[src/rtl/bva_pkg.sv]
package bva_pkg;
  localparam int MV_W = 13;

  typedef enum logic [1:0] {
    UPD_NEVER  = 2'b00,
    UPD_REFQ   = 2'b01,
    UPD_PWM    = 2'b10,
    UPD_ALWAYS = 2'b11
  } upd_mode_e;

  localparam logic [1:0] A_THR  = 2'd0;
  localparam logic [1:0] A_CTL1 = 2'd1;
  localparam logic [1:0] A_CTL2 = 2'd2;
  localparam logic [1:0] A_RATE = 2'd3;

  typedef struct packed {
    logic [3:0] coarse;
    logic [1:0] fine;
    logic       ext;
  } thr_code_t;

  // coarse/fine code to millivolts, three bands
  function automatic logic [MV_W-1:0] thr_to_mv(thr_code_t c);
    int unsigned k;
    int unsigned mv;
    k = 4 * int'(c.coarse) + int'(c.fine);
    if (!c.ext)             mv = 2800 + 25 * k;
    else if (c.coarse <= 2) mv = 2500 + 25 * k;
    else                    mv = 4400 + 25 * (k - 12);
    return MV_W'(mv);
  endfunction
endpackage

[src/rtl/bva_regs.sv]
module bva_regs
  import bva_pkg::*;
(
  input  logic       clk,
  input  logic       rst_n,
  input  logic       wr_en,
  input  logic [1:0] wr_addr,
  input  logic [7:0] wr_data,
  input  logic [1:0] rd_addr,
  output logic [7:0] rd_data,
  input  logic [1:0] status,
  output thr_code_t  code_lo,
  output thr_code_t  code_hi,
  output logic [1:0] cmp_dis,
  output logic       master_en,
  output logic [2:0] hold_sel,
  output upd_mode_e  mode,
  output logic [2:0] pre_sel,
  output logic [2:0] div_sel,
  output logic       restart
);
  logic [7:0] r_thr;
  logic [3:0] r_c1;
  logic [7:0] r_c2;
  logic [7:0] r_rate;

  always_ff @(posedge clk) begin
    if (!rst_n) begin
      r_thr  <= 8'h00;
      r_c1   <= 4'h0;
      r_c2   <= 8'hC0;
      r_rate <= 8'h00;
    end else if (wr_en) begin
      case (wr_addr)
        A_THR:   r_thr  <= wr_data;
        A_CTL1:  r_c1   <= wr_data[7:4];
        A_CTL2:  r_c2   <= wr_data;
        default: r_rate <= wr_data;
      endcase
    end
  end

  always_comb begin
    case (rd_addr)
      A_THR:   rd_data = r_thr;
      A_CTL1:  rd_data = {r_c1, 2'b00, status};
      A_CTL2:  rd_data = r_c2;
      default: rd_data = r_rate;
    endcase
  end

  assign code_lo   = '{coarse: r_thr[3:0], fine: r_c2[2:1], ext: r_c2[0]};
  assign code_hi   = '{coarse: r_thr[7:4], fine: r_c2[5:4], ext: r_c2[3]};
  assign cmp_dis   = {r_c2[7], r_c2[6]};
  assign master_en = r_c1[3];
  assign hold_sel  = r_c1[2:0];
  assign mode      = upd_mode_e'(r_rate[7:6]);
  assign pre_sel   = r_rate[5:3];
  assign div_sel   = r_rate[2:0];
  assign restart   = wr_en && (wr_addr == A_CTL1 || wr_addr == A_RATE);

  AST_CTL2_KEEPS: assert property (@(posedge clk) disable iff (!rst_n)
    !(wr_en && wr_addr == A_CTL2) |=> $stable(r_c2));
endmodule

[src/rtl/bva_rate.sv]
module bva_rate
  import bva_pkg::*;
#(
  parameter int MAX_SCALER = 9,
  parameter int DIV_W      = 3
) (
  input  logic             clk,
  input  logic             rst_n,
  input  logic             tick_1k,
  input  logic             ref_qual,
  input  upd_mode_e        mode,
  input  logic [2:0]       pre_sel,
  input  logic [DIV_W-1:0] div_sel,
  input  logic             restart,
  output logic             eval
);
  localparam int PRE_W = MAX_SCALER;

  logic [PRE_W-1:0] pre_cnt;
  logic [DIV_W-1:0] div_cnt;
  logic [PRE_W-1:0] pre_lim;
  logic             pre_wrap;
  logic             pwm_tick;

  assign pre_lim  = PRE_W'((1 << (int'(pre_sel) + 2)) - 1);
  assign pre_wrap = tick_1k && (pre_cnt == pre_lim);
  assign pwm_tick = (mode == UPD_PWM) && !restart && pre_wrap && (div_cnt == div_sel);

  always_ff @(posedge clk) begin
    if (!rst_n || restart || mode != UPD_PWM) begin
      pre_cnt <= '0;
      div_cnt <= '0;
    end else if (tick_1k) begin
      if (pre_wrap) begin
        pre_cnt <= '0;
        div_cnt <= (div_cnt == div_sel) ? '0 : div_cnt + 1'b1;
      end else begin
        pre_cnt <= pre_cnt + 1'b1;
      end
    end
  end

  always_comb begin
    case (mode)
      UPD_NEVER:  eval = 1'b0;
      UPD_REFQ:   eval = ref_qual;
      UPD_PWM:    eval = pwm_tick;
      default:    eval = 1'b1;
    endcase
  end

  AST_PWM_WRAPS: assert property (@(posedge clk) disable iff (!rst_n)
    pwm_tick |=> (pre_cnt == '0 && div_cnt == '0));
endmodule

[src/rtl/bva_window.sv]
module bva_window #(
  parameter int HOLD_SEL_W = 3
) (
  input  logic                  clk,
  input  logic                  rst_n,
  input  logic                  en,
  input  logic                  eval,
  input  logic                  tick,
  input  logic                  restart,
  input  logic                  viol,
  input  logic [HOLD_SEL_W-1:0] hold_sel,
  output logic                  status
);
  localparam int CNT_W = (1 << HOLD_SEL_W);

  logic [CNT_W-1:0] cnt;
  logic [CNT_W-1:0] target;
  logic             in_viol;

  assign target = CNT_W'(1) << hold_sel;

  always_ff @(posedge clk) begin
    if (!rst_n || !en) begin
      cnt     <= '0;
      in_viol <= 1'b0;
      status  <= 1'b0;
    end else if (restart) begin
      cnt     <= '0;
      in_viol <= 1'b0;
    end else begin
      if (tick && in_viol && cnt != '1) cnt <= cnt + 1'b1;
      if (eval) begin
        if (viol) begin
          in_viol <= 1'b1;
          if (in_viol && cnt >= target) status <= 1'b1;
        end else begin
          in_viol <= 1'b0;
          cnt     <= '0;
          status  <= 1'b0;
        end
      end
    end
  end

  AST_OFF_CLEARS: assert property (@(posedge clk) disable iff (!rst_n)
    !en |=> !status);
  AST_RISE_NEEDS_VIOL: assert property (@(posedge clk) disable iff (!rst_n)
    $rose(status) |-> $past(eval && viol && in_viol));
  AST_FALL_ON_INSIDE: assert property (@(posedge clk) disable iff (!rst_n)
    $fell(status) |-> $past(!en || (eval && !viol)));
  AST_RESTART_ZERO: assert property (@(posedge clk) disable iff (!rst_n)
    (restart && en) |=> (cnt == '0 && !in_viol));
endmodule

[src/rtl/batt_window_alarm.sv]
module batt_window_alarm
  import bva_pkg::*;
#(
  parameter int SAMPLE_W   = 13,
  parameter int MAX_SCALER = 9
) (
  input  logic                clk,
  input  logic                rst_n,
  input  logic                tick_1k,
  input  logic                ref_qual,
  input  logic                smp_valid,
  output logic                smp_ready,
  input  logic [SAMPLE_W-1:0] smp_mv,
  input  logic                wr_en,
  input  logic [1:0]          wr_addr,
  input  logic [7:0]          wr_data,
  input  logic [1:0]          rd_addr,
  output logic [7:0]          rd_data,
  output logic                alarm
);
  localparam int NCMP = 2;

  thr_code_t     code_lo, code_hi;
  logic [1:0]    cmp_dis;
  logic          master_en;
  logic [2:0]    hold_sel;
  upd_mode_e     mode;
  logic [2:0]    pre_sel, div_sel;
  logic          restart;
  logic          eval_raw, eval_g;
  logic [NCMP-1:0] status, viol, cmp_en;
  logic [SAMPLE_W-1:0] smp_q;
  logic          have_smp;

  assign smp_ready = 1'b1;

  always_ff @(posedge clk) begin
    if (!rst_n) begin
      smp_q    <= '0;
      have_smp <= 1'b0;
    end else if (smp_valid) begin
      smp_q    <= smp_mv;
      have_smp <= 1'b1;
    end
  end

  bva_regs u_regs (
    .clk(clk), .rst_n(rst_n), .wr_en(wr_en), .wr_addr(wr_addr), .wr_data(wr_data),
    .rd_addr(rd_addr), .rd_data(rd_data), .status(status),
    .code_lo(code_lo), .code_hi(code_hi), .cmp_dis(cmp_dis), .master_en(master_en),
    .hold_sel(hold_sel), .mode(mode), .pre_sel(pre_sel), .div_sel(div_sel),
    .restart(restart)
  );

  bva_rate #(.MAX_SCALER(MAX_SCALER), .DIV_W(3)) u_rate (
    .clk(clk), .rst_n(rst_n), .tick_1k(tick_1k), .ref_qual(ref_qual), .mode(mode),
    .pre_sel(pre_sel), .div_sel(div_sel), .restart(restart), .eval(eval_raw)
  );

  assign eval_g = eval_raw && have_smp;

  for (genvar g = 0; g < NCMP; g++) begin : g_cmp
    logic [MV_W-1:0] thr_mv;
    if (g == 0) begin : g_lo
      assign thr_mv = thr_to_mv(code_lo);
      assign viol[g] = smp_q < SAMPLE_W'(thr_mv);
    end else begin : g_hi
      assign thr_mv = thr_to_mv(code_hi);
      assign viol[g] = smp_q > SAMPLE_W'(thr_mv);
    end
    assign cmp_en[g] = master_en && !cmp_dis[g];

    bva_window #(.HOLD_SEL_W(3)) u_win (
      .clk(clk), .rst_n(rst_n), .en(cmp_en[g]), .eval(eval_g), .tick(tick_1k),
      .restart(restart), .viol(viol[g]), .hold_sel(hold_sel), .status(status[g])
    );
  end

  assign alarm = |status;

  AST_WAIT_FIRST_SAMPLE: assert property (@(posedge clk) disable iff (!rst_n)
    !have_smp |-> status == '0);
  AST_READY_HIGH: assert property (@(posedge clk) disable iff (!rst_n)
    smp_ready);
endmodule

[config.mk]
export PLATFORM = sky130hd
export DESIGN_NAME = batt_window_alarm
export DESIGN_NICKNAME = d
export VERILOG_FILES = /design/src/rtl/bva_pkg.sv /design/src/rtl/bva_regs.sv /design/src/rtl/bva_rate.sv /design/src/rtl/bva_window.sv /design/src/rtl/batt_window_alarm.sv
export SDC_FILE = /design/constraint.sdc
export NUM_CORES = 1
export LEC_CHECK = 0
export ABC_CLOCK_PERIOD_IN_PS = 7300
export BUFFER_PORTS_ARGS = -buffer_cell sky130_fd_sc_hd__buf_2
export CELL_PAD_IN_SITES_DETAIL_PLACEMENT = 0
export CELL_PAD_IN_SITES_GLOBAL_PLACEMENT = 1
export CORE_ASPECT_RATIO = 0.8
export CORE_MARGIN = 3
export CORE_UTILIZATION = 40
export DETAILED_ROUTE_END_ITERATION = 8
export MAX_ROUTING_LAYER = met4
export PLACE_DENSITY_LB_ADDON = 0.1
export SYNTH_ARGS = -nofsm -noshare
export SYNTH_HDL_FRONTEND = slang
export SYNTH_SLANG_ARGS = --single-unit
[constraint.sdc]
create_clock -name clk -period 7.3 [get_ports clk]
set_input_delay 1.46 -clock clk [delete_from_list [all_inputs] [get_ports clk]]
set_output_delay 1.46 -clock clk [all_outputs]
set_load 0.01 [all_outputs]
## After elaboration in Yosys (flattened, before gate mapping)

Cells that the tools add are included.

| word-level totals | value |
|---|---|
| bits of input ports | 31 |
| ROM bits | 0 |
| bits in latches | 0 |
| RAM bits | 0 |
| register bits | 74 |
| memories kept | 0 |
| word-level logic and storage cells | 117 |

| cells by class | value |
|---|---|
| $add $sub $neg | 16 |
| shift operators | 2 |
| $mul | 4 |
| reductions and logical operators | 39 |
| muxes and demuxes | 20 |
| equal/unequal tests | 14 |
| bitwise gates (word level) | 2 |
| order comparisons | 6 |
| div/mod/pow operators | 0 |

Operator list:

| operator | count |
|---|---|
| 12-bit by 12-bit adder with 13-bit output (first input constant) | 4 |
| 13-bit two-way mux | 4 |
| 8-bit two-way mux | 6 |
| 1-bit by 32-bit << shifter with 9-bit output (first input constant) | 1 |
| 13-bit adder (first input constant) | 2 |
| 6-bit by 8-bit multiplier with 13-bit output (first input constant) | 2 |
| 5-bit by 7-bit multiplier with 12-bit output (first input constant) | 2 |
| 8-bit case mux with 3 select lines | 1 |
| 8-bit by 1-bit adder with 8-bit output (second input constant) | 2 |
| 8-bit greater-or-equal comparator | 2 |
| 8-bit inequality test (second input constant) | 2 |
| 7-bit by 4-bit subtractor with 8-bit output (second input constant) | 2 |
| 6-bit by 2-bit adder with 7-bit output | 2 |
| 1-bit logical AND | 14 |
| 13-bit greater-than comparator | 1 |
| 13-bit less-than comparator | 1 |
| 2-bit AND reduction | 5 |
| 9-bit by 1-bit adder with 9-bit output (second input constant) | 1 |
| 9-bit == test | 1 |
| 9-bit two-way mux | 1 |
| 9-bit by 2-bit subtractor with 9-bit output (second input constant) | 1 |
| 2-bit == test (second input constant) | 4 |
| 4-bit by 2-bit less-or-equal comparator with 1-bit output (second input constant) | 2 |
| 1-bit by 3-bit << shifter with 8-bit output (first input constant) | 1 |
| 15 further kinds | 39 |

## Longest topological paths before layout

Gate-level depths: netlist of the first run.

| logic depth | value |
|---|---|
| depth after elaboration | 10 |
| depth in mapped cells | 26 |
| depth with buffers taken out | 26 |

## Modules after synthesis

A second synthesis of the first run with hierarchy kept.

| second synthesis, totals | value |
|---|---|
| cells, all modules | 957 |
| area, all modules | 8490.6 um^2 |

By module, submodules not included:

| module | cells each | area an instance (um^2) | seq. area each (um^2) | times used |
|---|---|---|---|---|
| batt_window_alarm | 565 | 4842.1 | 280.3 | 1 |
| bva_regs | 121 | 1267.5 | 560.5 | 1 |
| bva_rate | 105 | 943.4 | 240.2 | 1 |
| bva_window (g_cmp[1].u_win) | 83 | 726.9 | 200.2 | 1 |
| bva_window (g_cmp[0].u_win) | 83 | 710.7 | 200.2 | 1 |

## Worst setup path before layout of the first run

No wires, ideal clock.

| timing path | value |
|---|---|
| path kind | reg2reg |
| start point | reg u_regs.r_thr[4] |
| end point | reg g_cmp[1].u_win.cnt[0] |
| cell stages (with the launch flop) | 23 |
| data required time | 7.171 ns |
| path buffers | 2 |
| arrival time | 5.155 ns |
| setup time | 0.129 ns |
| setup slack | 2.016 ns |
| cell sequence | dfxtp_1 -> clkbuf_1 -> inv_1 -> ha_1 -> clkbuf_1 -> xnor2_1 -> fa_1 -> inv_1 -> ha_1 -> ha_1 -> ha_1 -> a21o_1 -> a21oi_1 -> o211ai_1 -> a21o_1 -> a21oi_1 -> xnor2_1 -> a31o_2 -> ha_1 -> a2111oi_0 -> a21oi_1 -> o211ai_2 -> nor2_1 |

| between the ends | value |
|---|---|
| word-level cells in the longest chain between the ends | 9 |
| elaborated cells on any way between the ends | 13 |
| classes of those cells | add/sub: 5; mul: 2; order compare: 2; mux: 4 |

Ends and longest elaborated chain:

| element | line | RTL |
|---|---|---|
| start: declaration | bva_regs.sv:22 | `logic [7:0] r_thr;` |
| start signal: assignment | bva_regs.sv:35 | `A_THR: r_thr <= wr_data;` |
| 6-bit by 2-bit adder with 7-bit output | bva_pkg.sv:26 | `k = 4 * int'(c.coarse) + int'(c.fine);` |
| 7-bit by 4-bit subtractor with 8-bit output | bva_pkg.sv:29 | `else mv = 4400 + 25 * (k - 12);` |
| 6-bit by 8-bit multiplier with 13-bit output | bva_pkg.sv:29 |  |
| 13-bit adder | bva_pkg.sv:29 |  |
| 13-bit two-way mux | bva_pkg.sv:28 | `else if (c.coarse <= 2) mv = 2500 + 25 * k;` |
| 13-bit two-way mux (*) | bva_pkg.sv:27 | `if (!c.ext) mv = 2800 + 25 * k;` |
| 13-bit greater-than comparator (*) | batt_window_alarm.sv:69 | `assign viol[g] = smp_q > SAMPLE_W'(thr_mv);` |
| 8-bit two-way mux (*) | bva_window.sv:33 | `if (viol) begin` |
| 8-bit two-way mux (*) | bva_window.sv:32 | `if (eval) begin` |
| end signal: assignment | bva_window.sv:31 | `if (tick && in_viol && cnt != '1) cnt <= cnt + 1'b1;` |
| end: declaration | bva_window.sv:16 | `logic [CNT_W-1:0] cnt;` |

Every way passes the cells marked *; elsewhere a longest branch is shown, timed or not.
A chain may end at the register's enable or synchronous reset.

## Worst setup path in the final report of the first run

| timing path | value |
|---|---|
| start point | reg u_regs.r_thr[4] |
| end point | reg g_cmp[1].u_win.status |

| between the ends | value |
|---|---|
| word-level cells in the longest chain between the ends | 9 |
| elaborated cells on any way between the ends | 14 |
| classes of those cells | add/sub: 5; mul: 2; order compare: 2; eq/ne: 1; mux: 3; reduce/logical: 1 |

Ends and longest elaborated chain:

| element | line | RTL |
|---|---|---|
| 6-bit by 2-bit adder with 7-bit output | bva_pkg.sv:26 |  |
| 7-bit by 4-bit subtractor with 8-bit output | bva_pkg.sv:29 |  |
| 6-bit by 8-bit multiplier with 13-bit output | bva_pkg.sv:29 |  |
| 13-bit adder | bva_pkg.sv:29 |  |
| 13-bit two-way mux | bva_pkg.sv:28 |  |
| 13-bit two-way mux (*) | bva_pkg.sv:27 |  |
| 13-bit greater-than comparator (*) | batt_window_alarm.sv:69 |  |
| 2-bit inequality test (no line) | n/a |  |
| 3-bit AND reduction (no line) | n/a |  |
| end signal: assignment | bva_window.sv:26 | `status <= 1'b0;` |
| end signal: assignment | bva_window.sv:35 | `if (in_viol && cnt >= target) status <= 1'b1;` |
| end signal: assignment | bva_window.sv:39 | `status <= 1'b0;` |
| end: declaration | bva_window.sv:12 | `output logic status` |

Marks and branches as above.

==> metrics.md, run 1 <==
| Metric | Value |
|---|---|
| Status | completed |
| Die Y | 133 um |
| Synthesis Warnings | 0 |
| Data arrival, critical path | 6.02 ns |
| Setup TNS | 0 ns |
| Ys async rst share | 0% |
| #FFs+latches synth | 74 |
| Final #Nets | 1,149 |
| First-pass GRT wire length | 31,600 um |
| Crit-path max FO | 12 |
| Placed cell count | 1,186 |
| RSZ-0062 raised after global routing | no |
| Max-slew headroom | 24.9% |
| VDD IR max | 0.0981 mV |
| Initial Util | 41.5% |
| Tightest Pin Transition | 1.12 ns |
| Power per cell area | 167 nW/um^2 |
| Gp weighted congestion | 0.788 |
| CTS tree | yes |
| Worst Setup End Kind | flop |
| Synthesis-to-finish area growth | 9.12% |
| CP max stage delay | 0.65 ns |
| CP dominant cell by count | ha_1 |
| Via Count | 6,357 |
| Initial antenna violation count | 0 |
| Top FF cell, synth | dfxtp_1 |
| DRT antenna net count | 0 |
| Routed vias/inst | 5.29 |
| Final worst slack | 1.51 ns |
| Core Box Area | 19,300 um^2 |
| N_diodes | 0 |
| Clock transition at the registers of the reported paths | 0.06 ns |
| Final min period | 5.79 ns |
| Final-report hold violation count | 0 |
| Drt first pass iters | 4 |
| # IOs | 41 |
| Clock Root Buffer | clkbuf_16 |
| CP Cell Sequence | inv_1 -> ha_1 -> xnor2_1 -> fa_1 -> inv_1 -> ha_1 -> ha_1 -> ha_1 -> a21o_1 -> a21oi_1 -> o211ai_1 -> xor2_1 -> nand2_1 -> o211ai_1 -> o21ai_0 -> ha_1 -> nand4_1 -> or2_2 -> a31oi_1 -> a2111oi_0 -> a21oi_1 -> nor2_1 -> a2111oi_1 |
| DRT iter0 DRCs | 325 |
| H-tree depth | 3 |
| Die ar. | 21,800 um^2 |
| Most common cell in the netlist | ha_1 |
| Row Count | 45 |
| GRT Overall Usage | 18.6% |
| Sink Count | 74 |
| Leak pwr | 4.09 nW |
| DRC Markers | 0 |
| Top post-synthesis cells by area | ha_1 25%, dfxtp_1 19%, xnor2_1 5.7% |
| Synth top area share | 25.5% |
| Syn_nets | 1,126 |
| EDFF count, synth | 0 |
| Worst-Skew Late Latency | 0.34 ns |
| Largest net degree at the start of global routing | 45 |
| Commonest cells post-synth | 163 x ha_1, 74 x dfxtp_1, 73 x nor2_1 |
| Max cap viols | 0 |
| Buffers on Ports | 39 |
| Placed inst area | 8420 um^2 |
| Crit path launch type | flop |
| CP required | 7.53 ns |
| Post-route insts no fill | 1,202 |
| Max Slew Vio Count | 0 |
| HPWL Detailed | 15,800 um |
| Syn_area_per_cell | 8.74 um^2 |
| Post-CTS setup buffer count | 0 |
| Share of the clock period used by the worst path | 79.3% |
| Die X | 164 um |
| Share of cells above drive strength 1 | 8.37% |
| Worst Path Buf+Inv | 2 |
| Final Setup Violations | 0 |
| CTS Hold Buffers Added | 0 |
| # resized after CTS | 0 |
| Critical path class | flop to flop |
| Max clock buf depth | 2 |
| Cell count after synthesis | 916 |
| Hold WS | 0.488 ns |
| Register area share after synthesis | 18.5% |
| Vias in the first global route | 5,818 |
| CTS buffer count | 9 |
| Largest area contributor in the netlist | ha_1 |
| Synthesized cell area | 8010 um^2 |
| Post-route cell area | 8740 um^2 |
| Worst clock skew | 0.00728 ns |
| Hold Path Class | flop to flop |
| GRT overflow | 0 |
| Filler cell count | 1,898 |
| Max Freq | 0.173 GHz |
| Slowest CP cell | dfxtp_1 |
| Delay-heaviest family, CP | adder cells |
| Routed wire per std cell | 16.2 um |
| Routed WL | 19,400 um |
| Unique masters post-synth | 68 |
| Dpl ws | 1.51 ns |
==> registers in the layout, indices dropped and copies added, names as in the netlist <==
| signal | count |
|---|---|
| g_cmp.u_win.cnt | 16 |
| u_rate.div_cnt | 3 |
| g_cmp.u_win.in_viol | 2 |
| u_regs.r_c1 | 4 |
| u_rate.pre_cnt | 9 |
| have_smp | 1 |
| u_regs.r_c2 | 8 |
| smp_q | 13 |
| g_cmp.u_win.status | 2 |
| u_regs.r_thr | 8 |
| u_regs.r_rate | 8 |
==> stage by stage <==
stage / total power [mW] / util [%]
6_report: 1.46 / 45.2
5_1_grt: 1.57 / 45.2
4_1_cts: 1.49 / 45.2
3_5_place_dp: 0.991 / 43.6
3_3_place_gp: 0.999 / 43.6
2_1_floorplan: 0.862 / -
==> final cells by class <==
type	count	area (um^2)	area share [%]
Clock buffer	10	229	2.62
Clock inverter	6	87.6	1.00
Inverter	55	206	2.36
Multi-Input combinational cell	759	6210	71.0
Sequential cell	74	1480	17.0
Tap cell	258	323	3.69
Timing Repair Buffer	40	203	2.32
==> path summary, 6_finish.rpt <==
| kind | startpoint | endpoint | slack [ns] | depth (start not counted) |
|---|---|---|---|---|
| worst max-delay path | u_regs.r_thr[4] | g_cmp[1].u_win.status | 1.51 | 23 |
| worst min register to register | u_regs.r_c2[7] | g_cmp[1].u_win.status | 0.49 | 1 |
| worst min-delay path | u_regs.r_c2[7] | g_cmp[1].u_win.status | 0.49 | 1 |
| worst max register to register | u_regs.r_thr[4] | g_cmp[1].u_win.status | 1.51 | 23 |
==> where the power goes <==
part | internal, mW | switching [mW] | leakage (nW)
Combinational | 0.251 | 0.296 | 3.34
Clock | 0.301 | 0.181 | 0.157
Sequential | 0.414 | 0.0196 | 0.601
==> routing by layer <==
layer / share of wire [%] / GRT usage [%] / vias up / wire, um
met1: 53 / 27.4 / 2964 / 10200
met3: 2.4 / 3.00 / 12 / 464
li1: - / - / 3309 / -
met5: 0 / - / - / 0
met4: 0.90 / 2.77 / 0 / 175
met2: 44 / 27.2 / 72 / 8530
==> cells by family after synthesis <==
kind of cell,count (synthesis),synth area share (%)
compound gates,179,15.0
other cells,1,0.0468
flops,74,18.5
fa+ha+maj,179,29.5
mux,45,6.64
xor+xnor,88,9.63
simple gates,267,16.6
buf+inv,83,4.03
==> layout by cell type (no fill, tap or decap), types with 4 or more instances in the layout <==
master	count
nand2_1	56
dfxtp_1	74
o211ai_1	17
buf_2	39
o21a_1	8
a211oi_1	5
nand2b_1	7
fa_1	16
or2_2	7
clkbuf_16	9
xor2_1	36
nand3b_1	5
o21ai_0	40
nand3_1	22
a21o_1	11
mux2i_1	37
a21oi_1	43
xnor2_1	52
nor2b_1	47
a22o_1	4
nand4_1	11
ha_1	163
mux4_2	5
and3_1	5
inv_1	55
nor3_1	15
nor2_1	73
==> worst register-to-register path, cell delays in order (launching register included) <==
cell	delay, ns
dfxtp_1	0.65
inv_1	0.16
ha_1	0.45
xnor2_1	0.18
fa_1	0.50
inv_1	0.04
ha_1	0.29
ha_1	0.34
ha_1	0.30
a21o_1	0.17
a21oi_1	0.25
o211ai_1	0.18
xor2_1	0.16
nand2_1	0.07
o211ai_1	0.13
o21ai_0	0.12
ha_1	0.34
nand4_1	0.09
or2_2	0.29
a31oi_1	0.16
a2111oi_0	0.09
a21oi_1	0.30
nor2_1	0.08
a2111oi_1	0.36
(Power assumes the default switching activity.)
==> run 2, diff against run 1 <==
--- a/config.mk
+++ b/config.mk
@@ -5,7 +5,8 @@
 export SDC_FILE = /design/constraint.sdc
 export NUM_CORES = 1
 export LEC_CHECK = 0
-export ABC_CLOCK_PERIOD_IN_PS = 7300
+export ABC_AREA = 1
+export ABC_CLOCK_PERIOD_IN_PS = 5770
 export BUFFER_PORTS_ARGS = -buffer_cell sky130_fd_sc_hd__buf_2
 export CELL_PAD_IN_SITES_DETAIL_PLACEMENT = 0
 export CELL_PAD_IN_SITES_GLOBAL_PLACEMENT = 1
==> constraint.sdc (replaced) <==
create_clock -name clk -period 5.77 [get_ports clk]
set_input_delay 1.154 -clock clk [delete_from_list [all_inputs] [get_ports clk]]
set_output_delay 1.154 -clock clk [all_outputs]
set_load 0.01 [all_outputs]
==> run 2 against run 1 <==
Net effect: critical path depth rose by 5; final area rose by 4.5%; die area rose by 3.0%; combinational power rose by 90%; core utilization rose by 0.33 points; largest cell class unchanged.
==> metrics.md, run 2 <==
| Metric | Value |
|---|---|
| Worst clock skew | 0.00980 ns |
| Most common cell after layout, fill and taps aside | nand2_1 |
| Initial antenna violation count | 0 |
| Leak pwr | 4.68 nW |
| Routed wire per std cell | 14.3 um |
| Status | completed |
| Worst Path Buf+Inv | 5 |
| CTS Hold Buffers Added | 0 |
| Most common cell in the netlist | nand2_1 |
| Worst-Skew Late Latency | 0.34 ns |
| CP required | 6.04 ns |
| Drt first pass iters | 5 |
| Syn_nets | 1,393 |
| Top FF cell, synth | dfxtp_1 |
| Max Slew Vio Count | 0 |
| CP max stage delay | 0.46 ns |
| Post-CTS setup buffer count | 0 |
| Max reg flops | 16 |
| Largest net degree at the start of global routing | 41 |
| Largest Register | g_cmp.u_win.cnt |
| RSZ-0062 raised after global routing | no |
| Register area share after synthesis | 17.9% |
| Unique masters post-synth | 43 |
| Top post-synthesis cells by area | ha_1 25%, dfxtp_1 18%, nand2_1 10% |
| Die ar. | 22,400 um^2 |
| Die Y | 134 um |
| HPWL Detailed | 17,700 um |
| Worst Setup End Kind | flop |
| Clock transition at the registers of the reported paths | 0.06 ns |
| Clock Root Buffer | clkbuf_16 |
| Hold WS | 0.476 ns |
| Largest area contributor in the netlist | ha_1 |
| Power per cell area | 250 nW/um^2 |
| Synthesis-to-finish area growth | 10.6% |
| CTS buffer count | 9 |
| GRT overflow | 0 |
| Via Count | 7,457 |
| Max Freq | 0.188 GHz |
| Largest registers | g_cmp.u_win.cnt (16), smp_q (13), u_rate.pre_cnt (9) |
| CP dominant cell by count | ha_1 |
| Max-slew headroom | 49.3% |
| Share of cells above drive strength 1 | 6.87% |
| Tightest Pin Transition | 0.755 ns |
| Ys async rst share | 0% |
| Share of the clock period used by the worst path | 92.3% |
| Slowest CP cell | fa_1 |
| DRT antenna net count | 0 |
| Psw | 873 uW |
| Delay-heaviest family, CP | adder cells |
| Routed vias/inst | 5.01 |
| Routed WL | 21,200 um |
| Overall power | 2.28 mW |
| Cell Int Power | 1.41 mW |
| Sequential power share | 24.2% |
| GRT Overall Usage | 19.8% |
| Final core occ | 45.6% |
| Logic pwr share | 45.5% |
| CTS tree | yes |
| Final #Nets | 1,430 |
| Crit path launch type | flop |
| Final-report hold violation count | 0 |
| Row Count | 46 |
| Most frequent cells in the layout | 229 x nand2_1, 171 x inv_1, 163 x ha_1 |
| DRT iter0 DRCs | 502 |
| First-pass GRT wire length | 35,500 um |
| Initial Util | 41.2% |
| Final min period | 5.33 ns |
| Crit-path max FO | 11 |
| Sw frac | 38.2% |
| N_diodes | 0 |
| Vias in the first global route | 6,908 |
| Buffers on Ports | 39 |
| Gp weighted congestion | 0.817 |
| #FFs+latches synth | 74 |
| DRC Markers | 0 |
| Syn_area_per_cell | 6.98 um^2 |
| Hold Path Class | flop to flop |
| Max cap viols | 0 |
| Die X | 167 um |
| # IOs | 41 |
| EDFF count, synth | 0 |
| Synth top area share | 24.7% |
| Max clock buf depth | 2 |
| Sink Count | 74 |
| Synthesized cell area | 8260 um^2 |
| Synthesis Warnings | 0 |
| Clk pwr share | 30.3% |
| Cell count after synthesis | 1,183 |
| Commonest cells post-synth | 229 x nand2_1, 171 x inv_1, 163 x ha_1 |
| Core Box Area | 20,000 um^2 |
| VDD IR max | 0.213 mV |
| Critical path class | flop to flop |
| Data arrival, critical path | 5.60 ns |
| H-tree depth | 3 |
| Setup TNS | 0 ns |
| Final Setup Violations | 0 |
run 2: cell types whose count changed in the layout (fill, tap and decap cells not counted), moves of 35 or more:
cell,previous run,this run
nor2b_1,47,0
nand2_1,56,229
xnor2_1,52,15
inv_1,55,171
a21oi_1,43,93
nor2_1,73,109
mux2i_1,37,2
nand3_1,22,75
run 2: final timing paths:
kind	slack, ns	depth (start not counted)	to	start
setup / recovery	0.44	28	g_cmp[0].u_win.cnt[1]	u_regs.r_thr[0]
hold / removal	0.48	2	u_rate.div_cnt[2]	u_rate.div_cnt[2]
hold reg to reg	0.48	2	u_rate.div_cnt[2]	u_rate.div_cnt[2]
setup reg to reg	0.44	28	g_cmp[0].u_win.cnt[1]	u_regs.r_thr[0]
run 2: metal layers:
layer / GRT usage, % / wire length (um)
met1: 29.4 / 11500
met5: - / 0
met4: 2.79 / 110
met2: 29.4 / 9030
met3: 2.81 / 632
run 2: tightest hold or removal path, cell delays in order (launching register included):
cell     delay (ns)
dfxtp_1        0.33
inv_1          0.05
a21oi_1        0.05
run 2: through the flow:
step / cell area, um^2 / instances / setup WS [ns]
after floorplan: 8260 / 1183 / 0.957
after global placement: 8740 / 1473 / 0.190
after detailed placement: 8740 / 1473 / 0.187
after CTS: 9090 / 1487 / 0.166
after global routing: 9130 / 1487 / 0.0646
final: 9130 / 1487 / 0.443
run 2: power groups by stage:
stage | registers [mW] | clock network, mW | logic, mW
2_1_floorplan | 0.554 | 0 | 0.803
3_3_place_gp | 0.564 | 0 | 1.04
3_5_place_dp | 0.564 | 0 | 1.04
4_1_cts | 0.552 | 0.710 | 1.05
5_1_grt | 0.556 | 0.728 | 1.21
6_report | 0.553 | 0.693 | 1.04
run 2: area by class of cell:
type | count | area [um^2]
timing repair buffer | 46 | 248
sequential | 74 | 1490
fill | 2114 | 10900
multi-input combinational | 917 | 6060
tap | 264 | 330
clock inverter | 5 | 129
clock buffer | 9 | 225
inverter | 172 | 646
run 2: repair_timing:
item                                    in CTS  in global routing
resized for setup                            0                 10
endpoints found under the setup margin       0                 19
endpoints found under the hold margin        0                  0
run 2: cell families (layout without fill, tap and decap cells):
family	after synthesis	after routing	synth area share, %
AOI/OAI and AO/OA	198	198	12.9
and+or+nand+nor	477	477	24.8
DFF	74	74	17.9
adders and majority gates	179	179	28.6
xor gates and xnor gates	60	60	6.55
muxes	2	2	0.243
buffers and inverters	192	232	8.96
other	1	1	0.0454
==> run 3, diff against run 2 <==
--- a/config.mk
+++ b/config.mk
@@ -8,7 +8,7 @@
 export ABC_AREA = 1
 export ABC_CLOCK_PERIOD_IN_PS = 5770
 export BUFFER_PORTS_ARGS = -buffer_cell sky130_fd_sc_hd__buf_2
-export CELL_PAD_IN_SITES_DETAIL_PLACEMENT = 0
+export CELL_PAD_IN_SITES_DETAIL_PLACEMENT = 1
 export CELL_PAD_IN_SITES_GLOBAL_PLACEMENT = 1
 export CORE_ASPECT_RATIO = 0.8
 export CORE_MARGIN = 3
==> run 3 against run 2 <==
Net effect: highest routed layer unchanged; worst hold slack gained 0.012 ns; flip-flop and latch count is the same; sequential power is essentially flat; via count grew 2.9%; largest cell class unchanged; final area shrank 0.63%.
==> metrics.md, run 3 (same netlist as run 2, synthesis figures left out) <==
| Metric | Value |
|---|---|
| Status | completed |
| HPWL Detailed | 19,500 um |
| GRT Overall Usage | 21.5% |
| Core Box Area | 20,000 um^2 |
| Drt first pass iters | 4 |
| Post-CTS setup buffer count | 0 |
| Routed vias/inst | 5.16 |
| Vias in the first global route | 7,680 |
| DRT antenna net count | 0 |
| Max reg flops | 16 |
| Clock Root Buffer | clkbuf_16 |
| Die Y | 134 um |
| Crit-path max FO | 9 |
| Largest registers | g_cmp.u_win.cnt (16), smp_q (13), u_rate.pre_cnt (9) |
| H-tree depth | 3 |
| Max-slew headroom | 49.3% |
| CTS Hold Buffers Added | 0 |
| Most frequent cells in the layout | 229 x nand2_1, 171 x inv_1, 163 x ha_1 |
| # resized after CTS | 0 |
| Hold Crit Depth | 2 |
| Hold worst-path end | u_rate.div_cnt[2] |
| Power per cell area | 240 nW/um^2 |
| Gp weighted congestion | 0.817 |
| Routed wire per std cell | 15.6 um |
| Max Freq | 0.187 GHz |
| Die ar. | 22,400 um^2 |
| Synthesis-to-finish area growth | 9.88% |
| Largest Register | g_cmp.u_win.cnt |
| First-pass GRT wire length | 38,700 um |
| Final Setup Violations | 0 |
| Reg area | 1490 um^2 |
| Routed WL | 23,200 um |
| Filler cell count | 2,631 |
| Slowest CP cell | fa_1 |
| Buffers on Ports | 39 |
| Reg-to-reg endpoint | g_cmp[0].u_win.cnt[1] |
| DRC Markers | 0 |
| Initial antenna violation count | 0 |
| Sink Count | 74 |
| Data arrival, critical path | 5.60 ns |
| Critical path class | flop to flop |
| Initial Util | 41.2% |
| Worst Setup End Kind | flop |
| Final min period | 5.34 ns |
| GRT overflow | 0 |
| Share of the clock period used by the worst path | 92.5% |
| Max clock buf depth | 2 |
| Worst clock skew | 0.00866 ns |
| CTS buffer count | 9 |
| Final #Nets | 1,430 |
| R2r setup slk | 0.43 ns |
| Most common cell after layout, fill and taps aside | nand2_1 |
| Largest net degree at the start of global routing | 41 |
| R2r worst-path depth | 27 |
| Die X | 167 um |
| Max Slew Vio Count | 0 |
| # IOs | 41 |
| Crit path launch type | flop |
| CP max stage delay | 0.46 ns |
| Multi-input logic area | 6070 um^2 |
| Hold Path Class | flop to flop |
| Share of cells above drive strength 1 | 7.03% |
| Via Count | 7,674 |
| CTS tree | yes |
| Final-report hold violation count | 0 |
| Max cap viols | 0 |
| Clock transition at the registers of the reported paths | 0.06 ns |
| Row Count | 46 |
| CP required | 6.04 ns |
| CP dominant cell by count | ha_1 |
| Reg-to-reg startpoint | u_regs.r_thr[1] |
| Dpl ws | 0.0365 ns |
| Tightest Pin Transition | 0.756 ns |
| Overall power | 2.18 mW |
| VDD IR max | 0.221 mV |
| Worst-Skew Late Latency | 0.35 ns |
| Leak pwr | 4.65 nW |
| DRT iter0 DRCs | 375 |
| N_diodes | 0 |
| Final worst slack | 0.434 ns |
| Hold path startpoint | u_rate.div_cnt[2] |
## run 3: cell types whose count changed in the layout (fill, tap and decap cells not counted), sizes merged
cell	change
bufinv	-3
clkinv	+3
clkinvlp	+1
## run 3: per-layer routing
layer | share of wire (%) | GRT usage [%] | up-vias | wire length [um]
li1 | - | - | 3989 | -
met1 | 52 | 30.4 | 3602 | 12100
met2 | 45 | 33.9 | 70 | 10400
met3 | 2.3 | 2.49 | 13 | 528
met4 | 0.70 | 3.30 | 0 | 163
met5 | 0 | - | - | 0
## run 3: worst max path at each step
stage / slack [ns] / startpoint / to / cells after the start
5_1_grt: -0.01 / u_regs.r_thr[6] / g_cmp[1].u_win.cnt[0] / 29
3_3_place_gp: 0.19 / u_regs.r_thr[6] / g_cmp[1].u_win.cnt[0] / 26
3_5_place_dp: 0.04 / u_regs.r_thr[6] / g_cmp[1].u_win.cnt[0] / 26
2_1_floorplan: 0.96 / u_regs.r_thr[0] / g_cmp[0].u_win.cnt[7] / 29
4_1_cts: 0.01 / u_regs.r_thr[6] / g_cmp[1].u_win.cnt[0] / 26
6_report: 0.43 / u_regs.r_thr[1] / g_cmp[0].u_win.cnt[1] / 27
## run 3: where the power goes
| part | leakage, nW | internal [mW] | total [mW] | switching (mW) |
|---|---|---|---|---|
| Clock | 0.141 | 0.334 | 0.571 | 0.237 |
| Combinational | 3.90 | 0.425 | 1.06 | 0.632 |
| Sequential | 0.605 | 0.528 | 0.553 | 0.0251 |
| Total | 4.65 | 1.29 | 2.18 | 0.894 |
## run 3: stage by stage
step           area, um^2  hold WS, ns  utilization [%]  setup TNS (ns)  std cells
2_1_floorplan        8260        0.447                -               0       1183
3_3_place_gp         8740        0.470             43.6               0       1473
3_5_place_dp         8740        0.481             43.6               0       1473
4_1_cts              9030        0.490             45.1               0       1488
5_1_grt              9070        0.510             45.3         -0.0174       1488
6_report             9070        0.488             45.3               0       1488
## run 3: area by class of cell
cell class                      count  share of cell area, %
Tap cell                          264                   3.64
Sequential cell                    74                   16.4
Clock inverter                      6                  0.759
Inverter                          172                   7.12
Multi-Input combinational cell    917                   66.9
Timing Repair Buffer               46                   2.73
Clock buffer                        9                   2.48
## run 3: critical path, delay by kind of cell, from the launching register on
family          cells  cell delay, ns
compound gates      7            1.09
xor+xnor            1            0.30
fa+ha+maj           7            2.33
buf+inv             3            0.30
flops               1            0.35
simple gates        9            0.90
